## src/rtl/clksyn_rx_pkg.sv

```systemverilog
package clksyn_rx_pkg;
  typedef enum logic [1:0] {
    ST_LOCKED = 2'd0,
    ST_ARMED  = 2'd1,
    ST_BITS   = 2'd2,
    ST_STOP   = 2'd3
  } rx_state_e;
endpackage

```

## src/rtl/clksyn_rx_sync.sv

```systemverilog
module clksyn_rx_sync #(
  parameter int STAGES = 2
) (
  input  logic clk_i,
  input  logic rst_ni,
  input  logic pclk_i,
  input  logic pdat_i,
  output logic rise_o,
  output logic fall_o,
  output logic data_o
);
  logic [STAGES-1:0] clk_sh, dat_sh;
  logic              clk_prev;

  always_ff @(posedge clk_i or negedge rst_ni) begin
    if (!rst_ni) begin
      clk_sh   <= '0;
      dat_sh   <= '0;
      clk_prev <= 1'b0;
    end else begin
      clk_sh   <= {clk_sh[STAGES-2:0], pclk_i};
      dat_sh   <= {dat_sh[STAGES-2:0], pdat_i};
      clk_prev <= clk_sh[STAGES-1];
    end
  end

  assign rise_o = clk_sh[STAGES-1] & ~clk_prev;
  assign fall_o = ~clk_sh[STAGES-1] & clk_prev;
  assign data_o = dat_sh[STAGES-1];
endmodule

```

## src/rtl/clksyn_rx_fsm.sv

```systemverilog
module clksyn_rx_fsm
  import clksyn_rx_pkg::*;
#(
  parameter int PRE_MIN = 5,
  parameter int WORD_W  = 24,
  parameter int BCNT_W  = $clog2(WORD_W + 1)
) (
  input  logic              clk_i,
  input  logic              rst_ni,
  input  logic              rise_i,
  input  logic              fall_i,
  input  logic              data_i,
  output logic              wr_o,
  output logic [WORD_W-1:0] word_o,
  output logic              err_o,
  output rx_state_e         state_o,
  output logic [BCNT_W-1:0] bit_cnt_o
);
  localparam int PCNT_W = $clog2(PRE_MIN + 1);

  rx_state_e         state;
  logic [PCNT_W-1:0] hi_cnt;
  logic [BCNT_W-1:0] bit_cnt;
  logic [WORD_W-1:0] shreg;
  logic              fall_val, fall_seen, err_q, wr_q;

  always_ff @(posedge clk_i or negedge rst_ni) begin
    if (!rst_ni) begin
      state     <= ST_LOCKED;
      hi_cnt    <= '0;
      bit_cnt   <= '0;
      shreg     <= '0;
      fall_val  <= 1'b0;
      fall_seen <= 1'b0;
      err_q     <= 1'b0;
      wr_q      <= 1'b0;
    end else begin
      wr_q <= 1'b0;
      unique case (state)
        ST_LOCKED: begin
          if (rise_i) begin
            if (data_i) begin
              if (hi_cnt != PCNT_W'(PRE_MIN)) hi_cnt <= hi_cnt + 1'b1;
            end else if (hi_cnt == PCNT_W'(PRE_MIN)) begin
              state  <= ST_ARMED;
              hi_cnt <= '0;
            end else begin
              hi_cnt <= '0;
            end
          end
        end
        ST_ARMED: begin
          if (rise_i) begin
            if (!data_i) begin
              state     <= ST_BITS;
              bit_cnt   <= '0;
              fall_seen <= 1'b0;
            end else begin
              // a high edge here counts toward the next preamble
              state  <= ST_LOCKED;
              hi_cnt <= PCNT_W'(1);
            end
          end
        end
        ST_BITS: begin
          if (fall_i) begin
            fall_val  <= data_i;
            fall_seen <= 1'b1;
          end else if (rise_i) begin
            if (!fall_seen || (fall_val == data_i)) begin
              err_q  <= 1'b1;
              state  <= ST_LOCKED;
              hi_cnt <= '0;
            end else begin
              shreg     <= {data_i, shreg[WORD_W-1:1]};
              fall_seen <= 1'b0;
              bit_cnt   <= bit_cnt + 1'b1;
              if (bit_cnt == BCNT_W'(WORD_W - 1)) state <= ST_STOP;
            end
          end
        end
        ST_STOP: begin
          if (rise_i) begin
            if (data_i) wr_q  <= 1'b1;
            else        err_q <= 1'b1;
            state  <= ST_LOCKED;
            hi_cnt <= '0;
          end
        end
        default: state <= ST_LOCKED;
      endcase
    end
  end

  assign wr_o      = wr_q;
  assign word_o    = shreg;
  assign err_o     = err_q;
  assign state_o   = state;
  assign bit_cnt_o = bit_cnt;
endmodule

```

## src/rtl/clksyn_rx_regs.sv

```systemverilog
module clksyn_rx_regs #(
  parameter int SEL_W    = 3,
  parameter int IDX_W    = 4,
  parameter int N_W      = 7,
  parameter int P_W      = 3,
  parameter int D_W      = 7,
  parameter int WORD_W   = SEL_W + IDX_W + N_W + P_W + D_W,
  parameter int SLOT_CNT = 1 << SEL_W
) (
  input  logic                      clk_i,
  input  logic                      rst_ni,
  input  logic                      wr_i,
  input  logic [WORD_W-1:0]         word_i,
  output logic                      load_o,
  output logic [SEL_W-1:0]          load_sel_o,
  output logic [SLOT_CNT*IDX_W-1:0] slot_idx_o,
  output logic [SLOT_CNT*N_W-1:0]   slot_n_o,
  output logic [SLOT_CNT*P_W-1:0]   slot_p_o,
  output logic [SLOT_CNT*D_W-1:0]   slot_d_o
);
  localparam int P_LSB = D_W;
  localparam int N_LSB = P_LSB + P_W;
  localparam int I_LSB = N_LSB + N_W;
  localparam int S_LSB = I_LSB + IDX_W;

  logic [SEL_W-1:0] sel;
  logic [IDX_W-1:0] f_idx;
  logic [N_W-1:0]   f_n;
  logic [P_W-1:0]   f_p;
  logic [D_W-1:0]   f_d;

  assign sel   = word_i[S_LSB +: SEL_W];
  assign f_idx = word_i[I_LSB +: IDX_W];
  assign f_n   = word_i[N_LSB +: N_W];
  assign f_p   = word_i[P_LSB +: P_W];
  assign f_d   = word_i[0 +: D_W];

  for (genvar g = 0; g < SLOT_CNT; g++) begin : g_slot
    logic [IDX_W-1:0] idx_q;
    logic [N_W-1:0]   n_q;
    logic [P_W-1:0]   p_q;
    logic [D_W-1:0]   d_q;

    always_ff @(posedge clk_i or negedge rst_ni) begin
      if (!rst_ni) begin
        idx_q <= '0;
        n_q   <= '0;
        p_q   <= '0;
        d_q   <= '0;
      end else if (wr_i && (sel == SEL_W'(g))) begin
        idx_q <= f_idx;
        n_q   <= f_n;
        p_q   <= f_p;
        d_q   <= f_d;
      end
    end

    assign slot_idx_o[g*IDX_W +: IDX_W] = idx_q;
    assign slot_n_o[g*N_W +: N_W]       = n_q;
    assign slot_p_o[g*P_W +: P_W]       = p_q;
    assign slot_d_o[g*D_W +: D_W]       = d_q;
  end

  always_ff @(posedge clk_i or negedge rst_ni) begin
    if (!rst_ni) begin
      load_o     <= 1'b0;
      load_sel_o <= '0;
    end else begin
      load_o <= wr_i;
      if (wr_i) load_sel_o <= sel;
    end
  end
endmodule

```

## src/rtl/clksyn_prog_rx.sv

```systemverilog
module clksyn_prog_rx
  import clksyn_rx_pkg::*;
#(
  parameter int SYNC_STAGES = 2,
  parameter int PRE_MIN     = 5,
  parameter int SEL_W       = 3,
  parameter int IDX_W       = 4,
  parameter int N_W         = 7,
  parameter int P_W         = 3,
  parameter int D_W         = 7,
  parameter int SLOT_CNT    = 1 << SEL_W
) (
  input  logic                      clk_i,
  input  logic                      rst_ni,
  input  logic                      prog_clk_i,
  input  logic                      prog_data_i,
  output logic                      load_o,
  output logic [SEL_W-1:0]          load_sel_o,
  output logic                      err_o,
  output logic [SLOT_CNT*IDX_W-1:0] slot_idx_o,
  output logic [SLOT_CNT*N_W-1:0]   slot_n_o,
  output logic [SLOT_CNT*P_W-1:0]   slot_p_o,
  output logic [SLOT_CNT*D_W-1:0]   slot_d_o
);
  localparam int WORD_W = SEL_W + IDX_W + N_W + P_W + D_W;
  localparam int BCNT_W = $clog2(WORD_W + 1);

  logic              s_rise, s_fall, s_data;
  logic              wr;
  logic [WORD_W-1:0] word;
  rx_state_e         fsm_state;
  logic [BCNT_W-1:0] bit_cnt;

  clksyn_rx_sync #(.STAGES(SYNC_STAGES)) u_sync (
    .clk_i  (clk_i),
    .rst_ni (rst_ni),
    .pclk_i (prog_clk_i),
    .pdat_i (prog_data_i),
    .rise_o (s_rise),
    .fall_o (s_fall),
    .data_o (s_data)
  );

  clksyn_rx_fsm #(
    .PRE_MIN (PRE_MIN),
    .WORD_W  (WORD_W),
    .BCNT_W  (BCNT_W)
  ) u_fsm (
    .clk_i     (clk_i),
    .rst_ni    (rst_ni),
    .rise_i    (s_rise),
    .fall_i    (s_fall),
    .data_i    (s_data),
    .wr_o      (wr),
    .word_o    (word),
    .err_o     (err_o),
    .state_o   (fsm_state),
    .bit_cnt_o (bit_cnt)
  );

  clksyn_rx_regs #(
    .SEL_W    (SEL_W),
    .IDX_W    (IDX_W),
    .N_W      (N_W),
    .P_W      (P_W),
    .D_W      (D_W),
    .WORD_W   (WORD_W),
    .SLOT_CNT (SLOT_CNT)
  ) u_regs (
    .clk_i      (clk_i),
    .rst_ni     (rst_ni),
    .wr_i       (wr),
    .word_i     (word),
    .load_o     (load_o),
    .load_sel_o (load_sel_o),
    .slot_idx_o (slot_idx_o),
    .slot_n_o   (slot_n_o),
    .slot_p_o   (slot_p_o),
    .slot_d_o   (slot_d_o)
  );
endmodule

```

## config.mk

```make
export PLATFORM = sky130hd
export DESIGN_NAME = clksyn_prog_rx
export DESIGN_NICKNAME = d
export VERILOG_FILES = /design/src/rtl/clksyn_rx_pkg.sv /design/src/rtl/clksyn_rx_sync.sv /design/src/rtl/clksyn_rx_fsm.sv /design/src/rtl/clksyn_rx_regs.sv /design/src/rtl/clksyn_prog_rx.sv
export SDC_FILE = /design/constraint.sdc
export NUM_CORES = 1
export LEC_CHECK = 0
export BUFFER_PORTS_ARGS = -buffer_cell sky130_fd_sc_hd__buf_2
export CAP_MARGIN = 20
export CELL_PAD_IN_SITES_DETAIL_PLACEMENT = 0
export CELL_PAD_IN_SITES_GLOBAL_PLACEMENT = 2
export CORE_UTILIZATION = 40
export DETAILED_ROUTE_END_ITERATION = 8
export PLACE_DENSITY = 0.81
export SKIP_LAST_GASP = 1
export SYNTH_ARGS = -nofsm -noshare
export SYNTH_HDL_FRONTEND = slang
export SYNTH_SLANG_ARGS = --single-unit
export TNS_END_PERCENT = 100
```

## constraint.sdc

```tcl
create_clock -name clk_i -period 3.4 [get_ports clk_i]
set_input_delay 0.34 -clock clk_i [delete_from_list [all_inputs] [get_ports clk_i]]
set_output_delay 0.34 -clock clk_i [all_outputs]
set_load 0.05 [all_outputs]
```

==> summary.txt, run 1 <==
Floorplan
  • Core area: 0.0204 mm^2
  • Rows: 52
  • Full die area: roughly 0.022 mm^2
  • Die width: 147 um
  • Initial core utilization: 0.411
  • Die height: roughly 150 um
  • I/O Pins: 177

Detailed routing
  • Drt first pass iters: 4
  • Vias: 5071
  • Wire per inst: 19.9 um
  • DRC errors left: 0
  • Remaining antenna violation count: 0
  • Drt via density: 5.10
  • Starting DRT DRC Count: roughly 170
  • Total Wirelength: 19800 um

Outcome
  • Status: finished clean

CTS
  • Worst-Skew Late Latency: ~0.50 ns
  • TritonCTS clock tree: built
  • Num Clock Sinks: 215
  • CTS buffer count: 24
  • Hold Buf Count CTS: 3
  • Setup Buffers After CTS: 0
  • Root Buffer: clkbuf_16
  • Clock-pin slew on the worst setup and hold paths: 0.06 ns
  • Clock Path Buffers: 3
  • Max H-tree Level: 1
  • Post_cts resized: 0

Yosys
  • Top FF cell, synth: dfrtp_1
  • Ys Warns: 0
  • Yosys top cell area share: 0.641
  • Post-synth EDFFs: 0
  • Cell area after synthesis: 0.00839 mm^2
  • Yosys top cell by area: dfrtp_1
  • Post-synth top cells: 215 x dfrtp_1, 196 x mux2_2, 20 x buf_1
  • Count leader, synth: dfrtp_1
  • Sequential share of the synthesized area: 0.641
  • Area contributors post-synth: dfrtp_1 64%, mux2_2 26%, ha_1 1.2%
  • Yosys cell types: 43
  • Share of flip-flops with an asynchronous set or reset: 1.00
  • Synth Register Bits: 215
  • Syn avg cell area: 15.6 um^2
  • Synth Net Count: 549
  • Syn Inst Count: between 500 and 600

Layout
  • Area taken by multi-input logic gates: 0.00280 mm^2
  • Register area: 0.00538 mm^2
  • Ant diodes: 0
  • Layout cells sized above 1: 0.590
  • # fillers: 1786
  • Area Overhead vs Synth: 22.7%
  • # nets final: 726

Timing
  • Fin crit share: 0.688
  • Max-slew violations: 0
  • Slew margin rel.: 0.347
  • Max Freq: 0.427 GHz
  • Fin worst setup slack: 1.06 ns
  • Period minus WS final: about 2.3 ns
  • Final Hold Vio Count: 0
  • Setup TNS: 0 ns
  • Endpoints failing setup: 0
  • Setup Skew: 0.00676 ns
  • RSZ-0062 raised after global routing: false
  • Worst-Margin Slew: 0.975 ns

Worst setup path
  • Critical Path Source: u_fsm.state_o[0]
  • Critical Path Start Type: flip-flop
  • Worst Path Required: 3.78 ns
  • CP max FO: 16
  • WS Path Type: flip-flop to flip-flop
  • WP data arrival: 2.72 ns
  • CP Capture Type: flip-flop
  • Reg2Reg Launch Point: u_fsm.state_o[0]

Placed design
  • Port Buffers: 176
  • Pre-CTS setup slack: 1.06 ns
  • Final HPWL DP: 13400 um
  • GP Congestion: 0.793

Worst hold path
  • Min-delay src: u_sync.clk_sh[0]
  • HP Class: flip-flop to flip-flop

Run
  • Max cap viols: 0

Power and ir drop
  • Leak pwr: 5.70 nW
  • Power Density: 518 mW/mm^2
  • VDD IR max: 0.000344 V

Global route
  • Overall routing resource usage: 0.189
  • Gr ovfl total: 0
  • First-pass GRT wire length: 31600 um
  • Largest net degree at the start of global routing: 102
  • Number of global-route vias before repair: 5467
  • Initial antenna violation count: 0
[power by group]
part | switching, mW | leakage [nW] | internal, mW | total (mW)
combinational | 0.233 | 2.37 | 0.126 | 0.359
sequential | 0.0327 | 2.98 | 2.60 | 2.63
clock | 0.958 | 0.345 | 1.39 | 2.35
total | 1.22 | 5.70 | 4.11 | 5.34
[worst paths after layout]
| check | to | cells past startpoint | slack, ns |
|---|---|---|---|
| worst max register to register | u_fsm.word_o[22] | 6 | 1.06 |
| worst min-delay path | u_sync.clk_sh[1] | 0 | 0.34 |
| min in group asynchronous | u_regs.g_slot[2].d_q[1] | 2 | 0.47 |
| max in group asynchronous | u_regs.g_slot[2].n_q[0] | 3 | 1.94 |
| worst max-delay path | u_fsm.word_o[22] | 6 | 1.06 |
| worst min register to register | u_sync.clk_sh[1] | 0 | 0.34 |
[cells in the final DEF, fill, tap and decap left out, types with 2 or more instances in the layout]
| cell type | n |
|---|---|
| a211oi_1 | 2 |
| nand2b_1 | 4 |
| nand3b_1 | 3 |
| buf_2 | 175 |
| nor3b_1 | 3 |
| o211ai_1 | 3 |
| nor2_1 | 4 |
| inv_1 | 6 |
| a21oi_1 | 2 |
| dfrtp_1 | 215 |
| ha_1 | 8 |
| clkbuf_1 | 6 |
| nand2_1 | 6 |
| nor3_2 | 3 |
| o21ai_0 | 6 |
| nor3b_2 | 2 |
| clkbuf_8 | 4 |
| o22ai_1 | 2 |
| o21bai_1 | 2 |
| mux2_2 | 196 |
| nand4b_1 | 4 |
| nand3_1 | 4 |
| dlygate4sd3_1 | 3 |
| clkbuf_16 | 25 |
| buf_4 | 14 |
[area by class of cell]
| class | instances | area share |
|---|---|---|
| inverters | 6 | 0.00219 |
| clock buffers | 34 | 0.0670 |
| clock inverters | 3 | 0.00207 |
| repair buffers | 194 | 0.101 |
| multi-input cells | 273 | 0.272 |
| well taps | 270 | 0.0328 |
| flip-flops and latches | 215 | 0.523 |
[layer usage]
layer  global-route usage  up-vias  wire (um)
li1                     -     2241          -
met1                0.255     2623       8880
met2                0.300      177       9050
met3               0.0528       30       1450
met4               0.0500        0        450
met5                    0        -          0
[cells by family after synthesis]
| logic type | share of synthesized area |
|---|---|
| adders and majority gates | 0.0119 |
| xor gates and xnor gates | 0.00194 |
| AOI/OAI and AO/OA | 0.0207 |
| buffers and inverters | 0.0274 |
| muxes | 0.266 |
| and+or+nand+nor | 0.0310 |
| DFF | 0.641 |
[metrics by stage]
| step | area, um^2 | cells | power [mW] | hold WS (ns) | util |
|---|---|---|---|---|---|
| final | 10300 | 995 | 5.34 | 0.341 | 0.504 |
| after global routing | 10300 | 995 | 5.57 | 0.347 | 0.504 |
| after CTS | 10300 | 995 | 5.42 | 0.343 | 0.504 |
| after detailed placement | 9550 | 955 | 3.03 | 0.337 | 0.468 |
| after global placement | 9550 | 955 | 3.02 | 0.340 | 0.468 |
| after floorplan | 8390 | 537 | 2.91 | 0.0444 | - |
[state kept, by name, indices dropped and copies added (netlist names), 3 cells and up]
register / flops
u_regs.g_slot.d_q: 56
u_fsm.bit_cnt_o: 5
u_regs.g_slot.idx_q: 32
u_regs.g_slot.p_q: 24
u_fsm.word_o: 24
u_fsm.hi_cnt: 3
u_regs.load_sel_o: 3
u_regs.g_slot.n_q: 56
[worst max-delay path: stages, from the launching register on]
cell and delay [ns]:
dfrtp_1 0.41, inv_1 0.12, ha_1 0.37, nand2_1 0.18, nor3_4 0.44, buf_4 0.33
mux2_2 0.36
(Power assumes the default switching activity.)
==> inputs of run 2 (changes only) <==
CORE_UTILIZATION = 38   (was 40)
PLACE_DENSITY = 0.77   (was 0.81)
clock period = 2.4 ns   (was 3.4 ns; I/O delays follow)
==> run 2 against run 1 <==
Effect of this change: register-to-register slack lost 0.77 ns; cell count is 1.3% higher; clock power grew 63%; worst setup slack lost 0.77 ns; die area rose by 5.2%; clock skew grew 0.0059 ns; non-clock buffer count rose by 3; worst hold slack gained 0.0015 ns; total power increased by 51%.
==> summary.txt, run 2 (synthesis results as in run 1) <==
Worst setup path
  • Cell family with most CP delay: simple AND/OR/NAND/NOR gates
  • Largest stage delay, worst path: 0.42 ns (-0.02 ns)
  • CP max stage cell: nor4_1
  • CP bufs+invs: 1 (-1)
  • R2R depth: 6 (unchanged)
  • Crit path cell chain: inv_1, ha_1, nor4_1, a211oi_1, nor3_2, mux2_2
  • Reg2Reg Launch Point: u_fsm.state_o[0]
  • WS Path Type: flip-flop to flip-flop
  • R2R Path End: u_fsm.hi_cnt[0]
  • CP Capture Type: flip-flop
  • Critical Path Start Type: flip-flop
  • Worst Path Required: 2.79 ns (-0.99 ns)
  • CP max FO: 9 (-7)
  • R2r setup slk: 0.29 ns (-0.77 ns)
  • WP data arrival: 2.50 ns (-0.22 ns)

Layout
  • Ant diodes: 0 (unchanged)
  • Layout cells sized above 1: 0.599 (+0.00856)
  • Most common cell after layout, fill and taps aside: dfrtp_1
  • Final Util: 0.492 (-0.0124)
  • Finished Layout Cells: 1008 (+1.3%)
  • Commonest non-fill, non-tap cells in the layout: 215 x dfrtp_1, 196 x mux2_2, 175 x buf_2
  • Largest regs: u_regs.g_slot.d_q (56), u_regs.g_slot.n_q (56), u_regs.g_slot.idx_q (32)
  • # fillers: 1872 (+4.8%)
  • Register area: 0.00538 mm^2 (unchanged)
  • Area Overhead vs Synth: 25.1%
  • # nets final: 729 (+0.41%)
  • Area taken by multi-input logic gates: 0.00280 mm^2 (unchanged)

Power and ir drop
  • Leak pwr: 5.80 nW (+1.8%)
  • Power Density: 768 mW/mm^2 (+48%)
  • VDD IR max: 0.000432 V (+25%)

Detailed routing
  • Drt first pass iters: 4 (unchanged)
  • Total Wirelength: 20100 um (+1.4%)
  • Wire per inst: 20.0 um (+0.11%)
  • DRC errors left: 0 (unchanged)
  • Vias: 5101 (+0.59%)
  • Remaining antenna violation count: 0 (unchanged)
  • Drt via density: 5.06 (-0.71%)
  • Starting DRT DRC Count: 123 (-29%)

Floorplan
  • Die width: 151 um (+2.6%)
  • Initial core utilization: 0.393 (-0.0178)
  • Core area: 0.0214 mm^2 (+4.5%)
  • Die height: 151 um (+2.6%)
  • Rows: 53 (+1.9%)
  • Full die area: 0.0227 mm^2 (+5.2%)
  • I/O Pins: 177 (unchanged)

Global route
  • Largest net degree at the start of global routing: 78 (-24%)
  • First-pass GRT wire length: 31200 um (-1.4%)
  • Initial antenna violation count: 0 (unchanged)
  • Overall routing resource usage: 0.180 (-0.00859)
  • Number of global-route vias before repair: 5381 (-1.6%)
  • Gr ovfl total: 0 (unchanged)

Timing
  • Worst hold margin: 0.343 ns (+0.00153 ns)
  • Max Freq: 0.473 GHz (+11%)
  • Max-slew violations: 0 (unchanged)
  • Slew margin rel.: 0.562 (+0.215)
  • Worst-Margin Slew: 0.657 ns (-0.318 ns)
  • Period minus WS final: 2.11 ns (-0.226 ns)
  • Setup TNS: 0 ns (unchanged)
  • Fin crit share: 0.881 (+0.193)
  • Setup Skew: 0.0126 ns (+0.00587 ns)
  • RSZ-0062 raised after global routing: false
  • Final Hold Vio Count: 0 (unchanged)
  • Fin worst setup slack: 0.286 ns (-0.774 ns)
  • Endpoints failing setup: 0 (unchanged)

Outcome
  • Status: finished clean

CTS
  • TritonCTS clock tree: built
  • Clock-pin slew on the worst setup and hold paths: 0.06 ns (about the same)
  • Max H-tree Level: 1 (unchanged)
  • Root Buffer: clkbuf_16
  • Worst-Skew Late Latency: 0.50 ns (about the same)
  • Clock Path Buffers: 3 (unchanged)
  • Num Clock Sinks: 215 (unchanged)
  • CTS buffer count: 24 (unchanged)

Placed design
  • Final HPWL DP: 13300 um (-1.4%)
  • Placed Cells: 963 (+0.84%)
  • Port Buffers: 176 (unchanged)
  • GP Congestion: 0.815 (+2.7%)
  • Pre-CTS setup slack: 0.339 ns (-0.723 ns)

Worst hold path
  • HP Class: input pin to asynchronous set/reset pin

Run
  • Max cap viols: 0 (unchanged)
## run 2: cell type report
type	instances	share of cell area
flip-flops and latches	215	0.513
clock buffers	38	0.0738
repair buffers	197	0.105
inverters	6	0.00215
clock inverters	4	0.00668
multi-input cells	273	0.267
well taps	275	0.0328
## run 2: stage by stage
step           area, um^2  power [mW]
6_report            10500        8.06
3_3_place_gp         9620        4.27
4_1_cts             10500        8.17
2_1_floorplan        8390        4.12
3_5_place_dp         9620        4.31
5_1_grt             10500        8.35
## run 2: report_power, final
part	total [mW]	internal, mW	switching [mW]
Combinational	0.520	0.182	0.337
Sequential	3.72	3.68	0.0471
Clock	3.82	2.41	1.41
## run 2: worst reg2reg max path, stage by stage (launching register included)
cell      delay, ns
dfrtp_1        0.40
inv_1          0.10
ha_1           0.31
nor4_1         0.42
a211oi_1       0.13
nor3_2         0.25
mux2_2         0.39
## run 2: repair_timing
| item | 4_1_cts | 5_1_grt |
|---|---|---|
| gates resized for setup | 0 | 0 |
| buffers inserted | 0 | 0 |
| endpoints found under the hold margin | 75 | 0 |
| hold buffers | 3 | 0 |
| endpoints found under the setup margin | 0 | 0 |
## run 2: routing by layer
layer	vias to the layer above	wire, um	share of wire	track usage
met5	-	0	0	0
li1	2243	-	-	-
met4	0	364	0.018	0.0470
met2	170	9040	0.45	0.280
met1	2656	9050	0.45	0.246
met3	32	1660	0.083	0.0533
## run 2: worst max path at each step
| stage | end | cells after the start | start |
|---|---|---|---|
| floorplan | u_fsm.hi_cnt[0] | 7 | u_fsm.state_o[0] |
| global placement | u_fsm.hi_cnt[1] | 6 | u_fsm.state_o[0] |
| detailed placement | u_fsm.hi_cnt[0] | 6 | u_fsm.state_o[0] |
| CTS | u_fsm.hi_cnt[0] | 6 | u_fsm.state_o[0] |
| global route | u_fsm.hi_cnt[0] | 6 | u_fsm.state_o[0] |
| finish | u_fsm.hi_cnt[0] | 6 | u_fsm.state_o[0] |
==> inputs of run 3 (changes only) <==
RECOVER_POWER = 100   (was not set)
clock period = 2.2 ns   (was 2.4 ns; I/O delays follow)
==> run 3 against run 2 <==
Effect of this change: the run now ends with max-capacitance violations, max-slew violations left; flip-flop and latch count unchanged; sequential share of layout area increased by 2.3 points; core utilization decreased by 2.1 points; wire length decreased by 1.9%; fmax increased by 2.0%; non-clock buffer count unchanged; clock power decreased by 6.8%; sequential power increased by 9.1%; combinational power increased by 8.1%; register-to-register slack got worse by 0.16 ns; largest power group is now registers.
==> summary.txt, run 3 (synthesis results as in run 1) <==
Outcome
  • Status: finished with violations
  • Failing checks: max-capacitance violations, max-slew violations

Detailed routing
  • Total Wirelength: 19700 um (-1.9%)
  • Vias: 5045 (-1.1%)
  • Drt via density: 5.03 (-0.60%)
  • Remaining antenna violation count: 0 (unchanged)
  • DRC errors left: 0 (unchanged)
  • Drt first pass iters: 4 (unchanged)
  • Starting DRT DRC Count: 160 (+30%)
  • Wire per inst: 19.7 um (-1.4%)

CTS
  • Max H-tree Level: 1 (unchanged)
  • Post_cts resized: 0 (unchanged)
  • Root Buffer: clkbuf_16
  • Num Clock Sinks: 215 (unchanged)
  • CTS buffer count: 23 (-4.2%)
  • Clock Path Buffers: 3 (unchanged)
  • TritonCTS clock tree: built
  • Worst-Skew Late Latency: 0.49 ns (about the same)
  • Clock-pin slew on the worst setup and hold paths: 0.06 ns (about the same)

Worst setup path
  • R2R depth: 6 (unchanged)
  • WS Path Type: flip-flop to flip-flop
  • Largest stage delay, worst path: 0.42 ns (about the same)
  • CP max FO: 27 (+18)
  • Reg2Reg Launch Point: u_fsm.state_o[0]
  • R2R Path End: u_fsm.word_o[10]
  • WP data arrival: 2.44 ns (-0.06 ns)
  • Worst Path Required: 2.57 ns (-0.22 ns)
  • Critical Path Start Type: flip-flop
  • Critical Path Source: u_fsm.state_o[0]
  • R2r setup slk: 0.13 ns (-0.16 ns)
  • CP Capture Type: flip-flop
  • Crit path cell chain: inv_1, ha_1, nand2_1, nor3_4, clkbuf_4, mux2_2
  • CP max stage cell: dfrtp_1

Timing
  • Setup TNS: 0 ns (unchanged)
  • Endpoints failing setup: 0 (unchanged)
  • Period minus WS final: 2.07 ns (-0.0411 ns)
  • Fin worst setup slack: 0.127 ns (-0.159 ns)
  • Fin crit share: 0.942 (+0.0614)
  • Max-slew violations: 57 (+57)
  • Final Hold Vio Count: 0 (unchanged)
  • Max Freq: 0.482 GHz (+2.0%)
  • Worst hold margin: 0.345 ns (+0.00232 ns)
  • Setup Skew: 0.0107 ns (-0.00190 ns)
  • Worst-Margin Slew: 1.50 ns (+0.847 ns)
  • RSZ-0062 raised after global routing: false
  • Slew margin rel.: -0.00280 (-0.565)

Layout
  • Finished Layout Cells: 1003 (-0.50%)
  • Layout cells sized above 1: 0.343 (-0.256)
  • Register area: 0.00538 mm^2 (unchanged)
  • # fillers: 2003 (+7.0%)
  • Fin area: 0.0100 mm^2 (-4.4%)
  • Final Util: 0.470 (-0.0214)
  • Most common cell after layout, fill and taps aside: dfrtp_1
  • Commonest non-fill, non-tap cells in the layout: 215 x dfrtp_1, 196 x mux2_2, 184 x clkbuf_1
  • Ant diodes: 0 (unchanged)
  • Area Overhead vs Synth: 19.6%
  • # nets final: 728 (-0.14%)
  • Area taken by multi-input logic gates: 0.00279 mm^2 (-0.45%)
  • Largest regs: u_regs.g_slot.d_q (56), u_regs.g_slot.n_q (56), u_regs.g_slot.idx_q (32)

Power and ir drop
  • Pwr Total: 8.19 mW (+1.6%)
  • Leak pwr: 4.90 nW (-16%)
  • VDD IR max: 0.000471 V (+9.1%)
  • Power Density: 816 mW/mm^2 (+6.2%)

Worst hold path
  • HP Class: flip-flop to flip-flop
  • Worst Hold End: u_sync.dat_sh[1]
  • Min-delay src: u_sync.dat_sh[0]
  • Cell count of the worst hold path: 0

Global route
  • Largest net degree at the start of global routing: 59 (-24%)
  • Overall routing resource usage: 0.177 (-0.00374)
  • First-pass GRT wire length: 30600 um (-1.8%)
  • Gr ovfl total: 0 (unchanged)
  • Number of global-route vias before repair: 5255 (-2.3%)
  • Initial antenna violation count: 0 (unchanged)

Floorplan
  • Initial core utilization: 0.393 (unchanged)
  • Core area: 0.0214 mm^2 (unchanged)
  • Die height: 151 um (unchanged)
  • Full die area: 0.0227 mm^2 (unchanged)
  • Die width: 151 um (unchanged)
  • I/O Pins: 177 (unchanged)
  • Rows: 53 (unchanged)

Placed design
  • Placed Cells: 963 (unchanged)
  • Port Buffers: 176 (unchanged)
  • Pre-CTS setup slack: 0.184 ns (-0.156 ns)
  • GP Congestion: 0.819 (+0.52%)
  • Placed Area: 0.00962 mm^2 (unchanged)
  • Final HPWL DP: 13300 um (+0.49%)

Run
  • Max cap viols: 1 (+1)
==> run 3: cell types whose count changed in the layout (fill, tap and decap cells not counted), sizes merged <==
cell,delta
buf,-189
clkbuf,+179
clkinv,+4
clkinvlp,+2
bufinv,-1
==> run 3: how the worst max path moves through the flow <==
stage	end
finish	u_fsm.word_o[10]
global route	u_fsm.hi_cnt[0]
CTS	u_fsm.hi_cnt[0]
detailed placement	u_fsm.hi_cnt[0]
global placement	u_fsm.hi_cnt[1]
floorplan	u_fsm.hi_cnt[0]
==> run 3: power by group <==
group / internal, mW / switching, mW / leakage [nW] / total [mW]
clock: 2.09 / 1.47 / 0.340 / 3.56
combinational: 0.193 / 0.369 / 1.58 / 0.562
sequential: 4.01 / 0.0508 / 2.98 / 4.06
total: 6.30 / 1.89 / 4.90 / 8.19
==> run 3: timing repair <==
| item | CTS | global route |
|---|---|---|
| buffers inserted | 0 | 0 |
| endpoints found under the hold margin | 56 | 0 |
| hold buffers | 3 | 0 |
==> run 3: worst max-delay path: cells and delay by family, from the launching register on <==
kind | cells | cell delay, ns
fa+ha+maj | 1 | 0.34
simple gates | 2 | 0.28
flops | 1 | 0.42
mux | 1 | 0.39
buf+inv | 2 | 0.52
==> run 3: final cells by class <==
class / count / area share
sequential: 215 / 0.536
multi-input combinational: 273 / 0.278
timing repair buffer: 197 / 0.0804
clock buffer: 28 / 0.0612
tap: 275 / 0.0343
clock inverter: 9 / 0.00823
inverter: 6 / 0.00224
==> run 3: routing by layer <==
layer / track usage / vias up / part of all wire
met5: 0 / - / 0
met4: 0.0345 / 0 / 0.016
met3: 0.0485 / 22 / 0.078
met2: 0.287 / 175 / 0.46
li1: - / 2247 / -
met1: 0.238 / 2601 / 0.44
